==> src/rtl/mtx4_pkg.sv <==
package mtx4_pkg;

  localparam int unsigned MAT_DIM = 4;

  typedef enum logic {
    MIX_LOW  = 1'b0,
    MIX_HIGH = 1'b1
  } mix_half_e;

endpackage

==> src/rtl/mtx4_rst_sync.sv <==
module mtx4_rst_sync #(
  parameter int unsigned DEPTH = 2
) (
  input  logic clk,
  input  logic rst_n,
  output logic rst_sync_n
);

  logic [DEPTH-1:0] chain_q;
  logic [DEPTH-1:0] chain_d;

  always_comb begin
    chain_d = {chain_q[DEPTH-2:0], 1'b1};
  end

  always_ff @(posedge clk or negedge rst_n) begin
    if (!rst_n) begin
      chain_q <= '0;
    end else begin
      chain_q <= chain_d;
    end
  end

  assign rst_sync_n = chain_q[DEPTH-1];

endmodule

==> src/rtl/mtx4_interleave.sv <==
module mtx4_interleave
  import mtx4_pkg::*;
#(
  parameter int unsigned VEC_W = 128,
  parameter int unsigned GRAIN = 32,
  parameter mix_half_e   HALF  = MIX_LOW
) (
  input  logic [VEC_W-1:0] src_a,
  input  logic [VEC_W-1:0] src_b,
  output logic [VEC_W-1:0] mixed
);

  localparam int unsigned LANES = VEC_W / GRAIN;
  localparam int unsigned PAIRS = LANES / 2;
  localparam int unsigned FIRST = (HALF == MIX_HIGH) ? PAIRS : 0;

  for (genvar k = 0; k < PAIRS; k++) begin : g_pair
    assign mixed[(2*k)*GRAIN   +: GRAIN] = src_a[(FIRST+k)*GRAIN +: GRAIN];
    assign mixed[(2*k+1)*GRAIN +: GRAIN] = src_b[(FIRST+k)*GRAIN +: GRAIN];
  end

endmodule

==> src/rtl/mtx4_stage.sv <==
module mtx4_stage
  import mtx4_pkg::*;
#(
  parameter int unsigned      VEC_W   = 128,
  parameter int unsigned      GRAIN   = 32,
  parameter logic [MAT_DIM-1:0] HI_SEL = '0
) (
  input  logic                            clk,
  input  logic                            rst_n,
  input  logic                            in_valid,
  input  logic [MAT_DIM-1:0][VEC_W-1:0]   src_a,
  input  logic [MAT_DIM-1:0][VEC_W-1:0]   src_b,
  output logic                            out_valid,
  output logic [MAT_DIM-1:0][VEC_W-1:0]   dst
);

  logic [MAT_DIM-1:0][VEC_W-1:0] mix;
  logic [MAT_DIM-1:0][VEC_W-1:0] rows_d;
  logic [MAT_DIM-1:0][VEC_W-1:0] rows_q;
  logic                          load_en;
  logic                          valid_d;
  logic                          valid_q;

  for (genvar i = 0; i < MAT_DIM; i++) begin : g_op
    localparam mix_half_e SEL = HI_SEL[i] ? MIX_HIGH : MIX_LOW;
    mtx4_interleave #(
      .VEC_W (VEC_W),
      .GRAIN (GRAIN),
      .HALF  (SEL)
    ) u_mix (
      .src_a (src_a[i]),
      .src_b (src_b[i]),
      .mixed (mix[i])
    );
  end

  always_comb begin
    load_en = in_valid;
    valid_d = in_valid;
    rows_d  = load_en ? mix : rows_q;
  end

  always_ff @(posedge clk or negedge rst_n) begin
    if (!rst_n) begin
      rows_q  <= '0;
      valid_q <= 1'b0;
    end else begin
      rows_q  <= rows_d;
      valid_q <= valid_d;
    end
  end

  assign dst       = rows_q;
  assign out_valid = valid_q;

  AST_IDLE_HOLD: assert property (@(posedge clk) disable iff (!rst_n)
    !in_valid |=> $stable(rows_q));

endmodule

==> src/rtl/mtx4_transpose.sv <==
module mtx4_transpose
  import mtx4_pkg::*;
#(
  parameter int unsigned ELEM_W = 32
) (
  input  logic                      clk,
  input  logic                      rst_n,
  input  logic                      in_valid,
  input  logic [ELEM_W*MAT_DIM-1:0] in_row0,
  input  logic [ELEM_W*MAT_DIM-1:0] in_row1,
  input  logic [ELEM_W*MAT_DIM-1:0] in_row2,
  input  logic [ELEM_W*MAT_DIM-1:0] in_row3,
  output logic                      out_valid,
  output logic [ELEM_W*MAT_DIM-1:0] out_row0,
  output logic [ELEM_W*MAT_DIM-1:0] out_row1,
  output logic [ELEM_W*MAT_DIM-1:0] out_row2,
  output logic [ELEM_W*MAT_DIM-1:0] out_row3
);

  localparam int unsigned ROW_W = ELEM_W * MAT_DIM;

  logic                          rst_sync_n;
  logic [MAT_DIM-1:0][ROW_W-1:0] in_m;
  logic [MAT_DIM-1:0][ROW_W-1:0] a1;
  logic [MAT_DIM-1:0][ROW_W-1:0] b1;
  logic [MAT_DIM-1:0][ROW_W-1:0] mid;
  logic                          mid_valid;
  logic [MAT_DIM-1:0][ROW_W-1:0] a2;
  logic [MAT_DIM-1:0][ROW_W-1:0] b2;
  logic [MAT_DIM-1:0][ROW_W-1:0] res;
  logic                          res_valid;

  mtx4_rst_sync #(.DEPTH(2)) u_rst (
    .clk        (clk),
    .rst_n      (rst_n),
    .rst_sync_n (rst_sync_n)
  );

  assign in_m = {in_row3, in_row2, in_row1, in_row0};

  // rank one: word grain, pairs (0,1) and (2,3), low then high
  assign a1 = {in_m[2], in_m[0], in_m[2], in_m[0]};
  assign b1 = {in_m[3], in_m[1], in_m[3], in_m[1]};

  mtx4_stage #(
    .VEC_W  (ROW_W),
    .GRAIN  (ELEM_W),
    .HI_SEL (4'b1100)
  ) u_rank1 (
    .clk       (clk),
    .rst_n     (rst_sync_n),
    .in_valid  (in_valid),
    .src_a     (a1),
    .src_b     (b1),
    .out_valid (mid_valid),
    .dst       (mid)
  );

  // rank two: double-word grain, pairs (T0,T1) and (T2,T3)
  assign a2 = {mid[2], mid[2], mid[0], mid[0]};
  assign b2 = {mid[3], mid[3], mid[1], mid[1]};

  mtx4_stage #(
    .VEC_W  (ROW_W),
    .GRAIN  (2*ELEM_W),
    .HI_SEL (4'b1010)
  ) u_rank2 (
    .clk       (clk),
    .rst_n     (rst_sync_n),
    .in_valid  (mid_valid),
    .src_a     (a2),
    .src_b     (b2),
    .out_valid (res_valid),
    .dst       (res)
  );

  assign out_valid = res_valid;
  assign out_row0  = res[0];
  assign out_row1  = res[1];
  assign out_row2  = res[2];
  assign out_row3  = res[3];

  // cycles since reset release, saturating, used only to guard $past
  logic [1:0] age_q;
  logic [1:0] age_d;

  always_comb begin
    age_d = (age_q == 2'd2) ? age_q : age_q + 2'd1;
  end

  always_ff @(posedge clk or negedge rst_sync_n) begin
    if (!rst_sync_n) begin
      age_q <= '0;
    end else begin
      age_q <= age_d;
    end
  end

  AST_FRESH_IDLE: assert property (@(posedge clk) disable iff (!rst_sync_n)
    (age_q == 2'd0) |-> (!out_valid && res == '0));

  AST_VALID_DELAY: assert property (@(posedge clk) disable iff (!rst_sync_n)
    (age_q == 2'd2) |-> (out_valid == $past(in_valid, 2)));

  AST_CORNER_SWAP: assert property (@(posedge clk) disable iff (!rst_sync_n)
    (age_q != 2'd0 && mid_valid) |->
      (mid[0] == {$past(in_m[1][ELEM_W +: ELEM_W]), $past(in_m[0][ELEM_W +: ELEM_W]),
                  $past(in_m[1][0 +: ELEM_W]),      $past(in_m[0][0 +: ELEM_W])}));

  for (genvar r = 0; r < MAT_DIM; r++) begin : g_chk_r
    for (genvar c = 0; c < MAT_DIM; c++) begin : g_chk_c
      AST_WORD_PLACE: assert property (@(posedge clk) disable iff (!rst_sync_n)
        (age_q == 2'd2 && out_valid) |->
          (res[c][r*ELEM_W +: ELEM_W] == $past(in_m[r][c*ELEM_W +: ELEM_W], 2)));
    end
  end

endmodule

==> config.mk <==
export PLATFORM = sky130hd
export DESIGN_NAME = mtx4_transpose
export DESIGN_NICKNAME = d
export VERILOG_FILES = /design/src/rtl/mtx4_pkg.sv /design/src/rtl/mtx4_rst_sync.sv /design/src/rtl/mtx4_interleave.sv /design/src/rtl/mtx4_stage.sv /design/src/rtl/mtx4_transpose.sv
export SDC_FILE = /design/constraint.sdc
export NUM_CORES = 1
export LEC_CHECK = 0
export BUFFER_PORTS_ARGS = -buffer_cell sky130_fd_sc_hd__buf_2
export CELL_PAD_IN_SITES_DETAIL_PLACEMENT = 1
export CELL_PAD_IN_SITES_GLOBAL_PLACEMENT = 2
export CORE_AREA = 2 2 395 397
export CTS_BUF_LIST = sky130_fd_sc_hd__clkbuf_8
export CTS_CLUSTER_DIAMETER = 50
export CTS_CLUSTER_SIZE = 10
export DETAILED_ROUTE_END_ITERATION = 12
export DIE_AREA = 0 0 397 399
export PLACE_DENSITY_LB_ADDON = 0.1
export SYNTH_ARGS = -nofsm -noshare
export SYNTH_HDL_FRONTEND = slang
export SYNTH_SLANG_ARGS = --single-unit
==> constraint.sdc <==
create_clock -name clk -period 40.9 [get_ports clk]
set_input_delay 2.045 -clock clk [delete_from_list [all_inputs] [get_ports clk]]
set_output_delay 2.045 -clock clk [all_outputs]
set_load 0.02 [all_outputs]
# Yosys cells after proc, flatten, opt, wreduce, memory -nomap -nowiden
# Index checks and enable logic that the tools add are counted.
# word_totals
regBits	1028

# Depth between registers and ports, before layout
# Gate-level depths: netlist of the first run.
# logic_depth
word_depth	0
depth_mapped	4

# Hierarchy
# From an unflattened synthesis of the first run, not the netlist that was laid out.
# hier_totals
hier_cells	3191
hier_area_um2	46233.1
# by_module_without_submodules
mod	area_each_um2	cells_per_inst	instances
mtx4_stage	19246.0	1082	2
mtx4_interleave	960.9	128	8
mtx4_rst_sync	53.8	3	1

# Least setup slack after synthesis of the first run
# Ideal clock, no wire load.
# synth_path
path_kind	input -> register
from	input port in_valid
to	register u_rank1.rows_q, in the netlist u_rank1.dst[100]
arrival_time_ns	2.793
stages	4
setup_time_ns	0.125
required_time_ns	40.775
slack_ns	37.982
cell_sequence	buf_6 buf_6 clkbuf_8 mux2_2
# synth_rtl
element	line_no	text
start: declaration	mtx4_transpose.sv:8	input logic in_valid,
end signal: assignment	mtx4_stage.sv:48	rows_q <= rows_d;
end: declaration	mtx4_stage.sv:19	logic [MAT_DIM-1:0][VEC_W-1:0] rows_q;
# No word-level cell between the ends.

==> flow_summary_export.csv, run 1 <==
group,metric,value,unit
sta,setup_violations,0,
die,start_util,25.1,%
sta,report.final.hold_viol_count,0,
layout,multi_input_area,0.0115,mm^2
placement,hpwl,92.9,mm
cts,clockBufferDepth,3,
worst_hold_path,min_path_type,"reg2async",
placement,place_area,0.0452,mm^2
global_routing,grt-ovfl-total,0,
drt,dr.pass1.iters,4,
yosys,synthMuxAreaShare,29.9,%
die,fp.dieH,399,um
cts,cts_hold_buf,0,
drt,ant_nets,0,
cts,clock_sinks,1028,
critical_path,r2r-end,"u_rank2.dst[128]$_DFFE_PN0P_",
die,num_rows,144,
die,core_area,0.154,mm^2
cts,path_clk_slew,60,ps
cts,insertion_delay,870,ps
critical_path,cp-start-kind,"flop",
yosys,synthAdderAreaFrac,0,%
yosys,synth_seq_cells,1028,
yosys,synth_compound_area_share,0,%
drt,vias,23100,
drt,vias_per_cell,4.25,
placement,dp_slack,34740,ps
yosys,synth_simple_gate_area_share,0,%
die,dieWidth,397,um
drt,drc,0,
die,io_pins,1028,
sta,period_needed,5770,ps
placement,gp_congestion,0.780,
sta,slew_headroom,26.2,%
cts,postCtsSetupBuffers,0,
critical_path,r2r_setup_slack,35130,ps
sta,slew_viol_final,0,
critical_path,regToRegStartpoint,"u_rst.chain_q[1]$_DFF_PN0_",
critical_path,critPathArrivalTime,6620,ps
drt,routed_wl,127,mm
layout,fill_cells,16300,
yosys,synth_warnings,0,
placement,io_buffers,1027,
sta,postLayoutSetupSlackWorst,35130,ps
cts,cts-root-buf,"clkbuf_8",
yosys,synthCells,2167,
global_routing,grt_max_degree,169,
yosys,synth.distinct_cells,6,
power_and_ir_drop,power.density,51.5,mW/mm^2
yosys,synth_top_family_by_area,"multiplexers",
critical_path,path_class,"reg2async",
die,die-area,0.158,mm^2
job,maxCapViolCount,0,
power_and_ir_drop,peakVddDrop,0.0230,mV
layout,seqCellArea,0.0257,mm^2
global_routing,antenna_found_initial,124,
cts,numCtsBuffers,148,
outcome,status,"completed",
critical_path,crit_fanout,162,
sta,skew,57.8,ps
cts,htree_levels,4,
yosys,synth_nets,2682,
drt,wl_per_cell,23.3,um
layout,fin_area,0.0483,mm^2
sta,fmax,173,MHz
global_routing,grt_pass1_wl,183,mm
sta,worstMarginPinSlew,1110,ps
cts,cts_tree,"built",
yosys,seq_area_frac_synth,66.7,%
yosys,netlist_area,0.0385,mm^2
sta,finalCritPeriodShare,14.1,%
yosys,syn_area_per_cell,17.8,um^2
global_routing,grt_pass1_vias,26000,
layout,final_layout_size_suffix_gt1_share,68.7,%
sta,fin_tns_setup,0,ps
critical_path,r2r_cells,6,
cts,cts_resized,0,
layout,syn2layout_area_growth,25.3,%
sta,rsz0062_at_grt,"false",
yosys,synthXorXnorAreaFrac,0,%
critical_path,cp.required,41740,ps
sta,hold_ws,298,ps
global_routing,gr-usage-all-layers,15.8,%
power_and_ir_drop,p_leak,21.9,nW
drt,drt_iter0_drc,674,
critical_path,worst_setup_path_end_kind,"asynchronous set/reset pin",
layout,layout.nets,3770,
## worst max-delay path by stage
stage	from	endpoint	slack, ps	cells after the start
2_1_floorplan	u_rst.chain_q[1]$_DFF_PN0_	u_rank1.dst[0]$_DFFE_PN0P_	10120	0
3_3_place_gp	u_rst.chain_q[1]$_DFF_PN0_	u_rank1.dst[75]$_DFFE_PN0P_	35070	6
3_5_place_dp	u_rst.chain_q[1]$_DFF_PN0_	u_rank1.dst[89]$_DFFE_PN0P_	34740	6
4_1_cts	u_rst.chain_q[1]$_DFF_PN0_	u_rank2.dst[128]$_DFFE_PN0P_	34740	6
5_1_grt	u_rst.chain_q[1]$_DFF_PN0_	u_rank2.dst[128]$_DFFE_PN0P_	34160	6
6_report	u_rst.chain_q[1]$_DFF_PN0_	u_rank2.dst[128]$_DFFE_PN0P_	35130	6
## sequential cells by signal (all words and copies together), names as in the netlist
name,count
u_rank1.dst,512
u_rank2.dst,512
u_rst.chain_q,2
u_rank1.out_valid,1
u_rank2.out_valid,1
## critical path, stage by stage (launching register included)
cell and delay [ps]:
dfrtp_4 750, buf_12 640, buf_4 820, buf_4 760, buf_4 780, buf_4 810
buf_4 840
## logic make-up after synthesis
kind of cell,Yosys count
muxes,1024
buffers and inverters,114
other,1
DFF,1028
## power by group
part | total, W | switching (W) | internal [W]
sequential | 0.00121 | 0.0000644 | 0.00114
clock | 0.000851 | 0.000419 | 0.000432
combinational | 0.000426 | 0.000248 | 0.000177
## cell usage after synthesis
master / n / area (um^2)
buf_6: 92 / 1040
conb_1: 1 / 3.75
dfrtp_1: 1028 / 25700
buf_2: 6 / 30.0
clkbuf_8: 16 / 220
mux2_2: 1024 / 11500
## cells in the final DEF, fill, tap and decap left out, types with 3 or more instances in the layout
| master | synthesis | layout |
|---|---|---|
| buf_12 | 0 | 4 |
| buf_2 | 6 | 1026 |
| buf_4 | 0 | 21 |
| bufinv_16 | 0 | 8 |
| clkbuf_8 | 16 | 169 |
| clkinv_2 | 0 | 28 |
| clkinv_4 | 0 | 3 |
| clkinvlp_4 | 0 | 11 |
| dfrtp_1 | 1028 | 1026 |
| diode_2 | 0 | 34 |
| inv_1 | 0 | 25 |
| inv_6 | 0 | 3 |
| mux2_2 | 1024 | 1024 |
## layout make-up
cell class,instances,area share (%)
flip-flops and latches,1028,53.3
clock inverters,82,1.38
multi-input cells,1025,23.9
well taps,2044,5.30
diodes,34,0.176
clock buffers,169,4.82
repair buffers,1052,11.2
## metrics by stage
step / std cells / utilization, % / power, W
global route: 5418 / 31.4 / 0.00262
detailed placement: 5149 / 29.4 / 0.00167
finish: 5434 / 31.4 / 0.00248
CTS: 5400 / 31.4 / 0.00255
floorplan: 2167 / - / 0.00148
global placement: 5149 / 29.4 / 0.00165
## per-layer routing
metal | vias to the layer above | track usage, % | share of wire (%)
li1 | 9879 | - | -
met1 | 11900 | 16.5 | 35
met2 | 878 | 27.5 | 51
met3 | 374 | 7.48 | 9.9
met4 | 86 | 5.89 | 3.6
met5 | - | 0 | 0.43
No activity file was read; power rests on OpenSTA's default activity.
==> run 2, diff against run 1 <==
CORE_AREA = 2 2 400 402   (was 2 2 395 397)
DIE_AREA = 0 0 402 404   (was 0 0 397 399)
clock period = 4.97 ns   (was 40.9 ns; I/O delays follow)
==> flow_summary_export.csv, run 2 (same netlist as run 1, synthesis figures left out) <==
group,metric,value,unit
die,core_area,0.158,mm^2
drt,ant_nets,0,
drt,dr.pass1.iters,4,
sta,setup_violations,0,
critical_path,cp-start-kind,"flop",
worst_hold_path,min_path_type,"in2reg",
die,num_rows,146,
critical_path,worst_setup_path_end_kind,"flop",
global_routing,gr-usage-all-layers,16.1,%
placement,place_area,0.0454,mm^2
layout,layout.nets,4357,
cts,numCtsBuffers,154,
global_routing,grt_pass1_wl,195,mm
cts,cts-root-buf,"clkbuf_8",
critical_path,critPathArrivalTime,2900,ps
job,maxCapViolCount,0,
power_and_ir_drop,p_leak,24.5,nW
power_and_ir_drop,finalPower,0.0216,W
critical_path,regToRegStartpoint,"u_rank1.out_valid$_DFF_PN0_",
sta,worstMarginPinSlew,1130,ps
cts,cts_resized,0,
sta,slew_headroom,25.0,%
global_routing,antenna_found_initial,46,
global_routing,grt-ovfl-total,0,
sta,fin_tns_setup,0,ps
cts,clockBufferDepth,3,
sta,rsz0062_at_grt,"false",
critical_path,r2r_setup_slack,2780,ps
layout,syn2layout_area_growth,41.5,%
die,fp.dieH,404,um
sta,slew_viol_final,0,
cts,clock_sinks,1028,
drt,routed_wl,131,mm
critical_path,cp.required,5680,ps
layout,final_layout_size_suffix_gt1_share,59.0,%
sta,period_needed,2190,ps
global_routing,grt_pass1_vias,29000,
worst_hold_path,min_to,"u_rank1.dst[195]$_DFFE_PN0P_",
cts,cts_tree,"built",
critical_path,crit_fanout,126,
layout,fin_area,0.0546,mm^2
die,dieWidth,402,um
worst_hold_path,hold_depth,3,
power_and_ir_drop,peakVddDrop,0.210,mV
cts,insertion_delay,840,ps
drt,drc,0,
cts,path_clk_slew,70,ps
die,start_util,24.4,%
placement,io_buffers,1027,
power_and_ir_drop,power.density,395,mW/mm^2
die,io_pins,1028,
worst_hold_path,hp-start,"in_row2[35]",
sta,finalCritPeriodShare,44.1,%
placement,hpwl,94.4,mm
sta,report.final.hold_viol_count,0,
die,die-area,0.162,mm^2
drt,vias_per_cell,4.14,
sta,skew,40.3,ps
layout,mostFrequentLayoutCells,"1026 x buf_2, 1026 x dfrtp_1, 1024 x mux2_2",
sta,fmax,456,MHz
critical_path,r2r-end,"u_rank2.dst[17]$_DFFE_PN0P_",
cts,htree_levels,4,
placement,gp_congestion,0.776,
drt,wl_per_cell,21.7,um
drt,drt_iter0_drc,779,
critical_path,path_class,"reg2reg",
drt,vias,25100,
critical_path,r2r_cells,2,
global_routing,grt_max_degree,129,
outcome,status,"completed",
[run 2: cell count changes in the layout (fill, tap and decap cells not counted), moves of 6 or more]
cell / delta
dlygate4sd3_1: +575
bufinv_16: +6
clkinvlp_4: +7
buf_12: +8
clkbuf_8: +6
inv_6: +6
inv_1: -6
diode_2: -10
[run 2: repair_timing]
item	in CTS	in global routing
setup buffers	0	0
hold endpoints to repair	515	0
hold buffers	575	0
endpoints found under the setup margin	0	0
[run 2: worst max-delay path by stage]
stage,from,to,slack (ps),cells past startpoint
after floorplan,u_rst.chain_q[1]$_DFF_PN0_,u_rank1.dst[0]$_DFFE_PN0P_,-4890,0
after global placement,u_rst.chain_q[1]$_DFF_PN0_,u_rank2.dst[411]$_DFFE_PN0P_,2750,1
after detailed placement,u_rst.chain_q[1]$_DFF_PN0_,u_rank1.dst[347]$_DFFE_PN0P_,2650,1
after CTS,u_rst.chain_q[1]$_DFF_PN0_,u_rank2.dst[392]$_DFFE_PN0P_,2650,1
after global routing,u_rst.chain_q[1]$_DFF_PN0_,u_rank1.dst[339]$_DFFE_PN0P_,2470,1
final,u_rank1.out_valid$_DFF_PN0_,u_rank2.dst[17]$_DFFE_PN0P_,2780,2
[run 2: per-stage QoR]
stage	setup slack [ps]	util [%]	cells	hold slack (ps)
floorplan	-4890	-	2167	-47.1
global placement	2750	28.8	5183	42.3
detailed placement	2650	28.8	5183	44.9
CTS	2650	34.5	6028	10.3
global route	2470	34.6	6048	66.9
finish	2780	34.6	6052	159
[run 2: cell type report]
type	count	area, um^2
Timing Repair Buffer	1633	11300
Multi-Input combinational cell	1025	11500
Sequential cell	1028	25700
Clock inverter	95	935
Clock buffer	175	2410
Antenna cell	24	60.1
Fill cell	16800	103000
Tap cell	2072	2590
[run 2: per-layer routing]
metal	global-route usage (%)	part of all wire (%)	up-vias
li1	-	-	11000
met1	17.4	37	12900
met2	28.1	51	795
met3	6.54	8.7	270
met4	5.72	3.5	42
met5	0	0.18	-
[run 2: worst max-delay path, stage by stage (launching register included)]
cell and delay, ps:
dfrtp_4 820, buf_12 510, mux2_2 420
[run 2: power breakdown]
part / internal [W] / switching (W) / leakage, nW
clock network: 0.00403 / 0.00364 / 1.75
logic: 0.00179 / 0.00216 / 10.7
registers: 0.00941 / 0.000541 / 12.0
total: 0.0152 / 0.00634 / 24.5
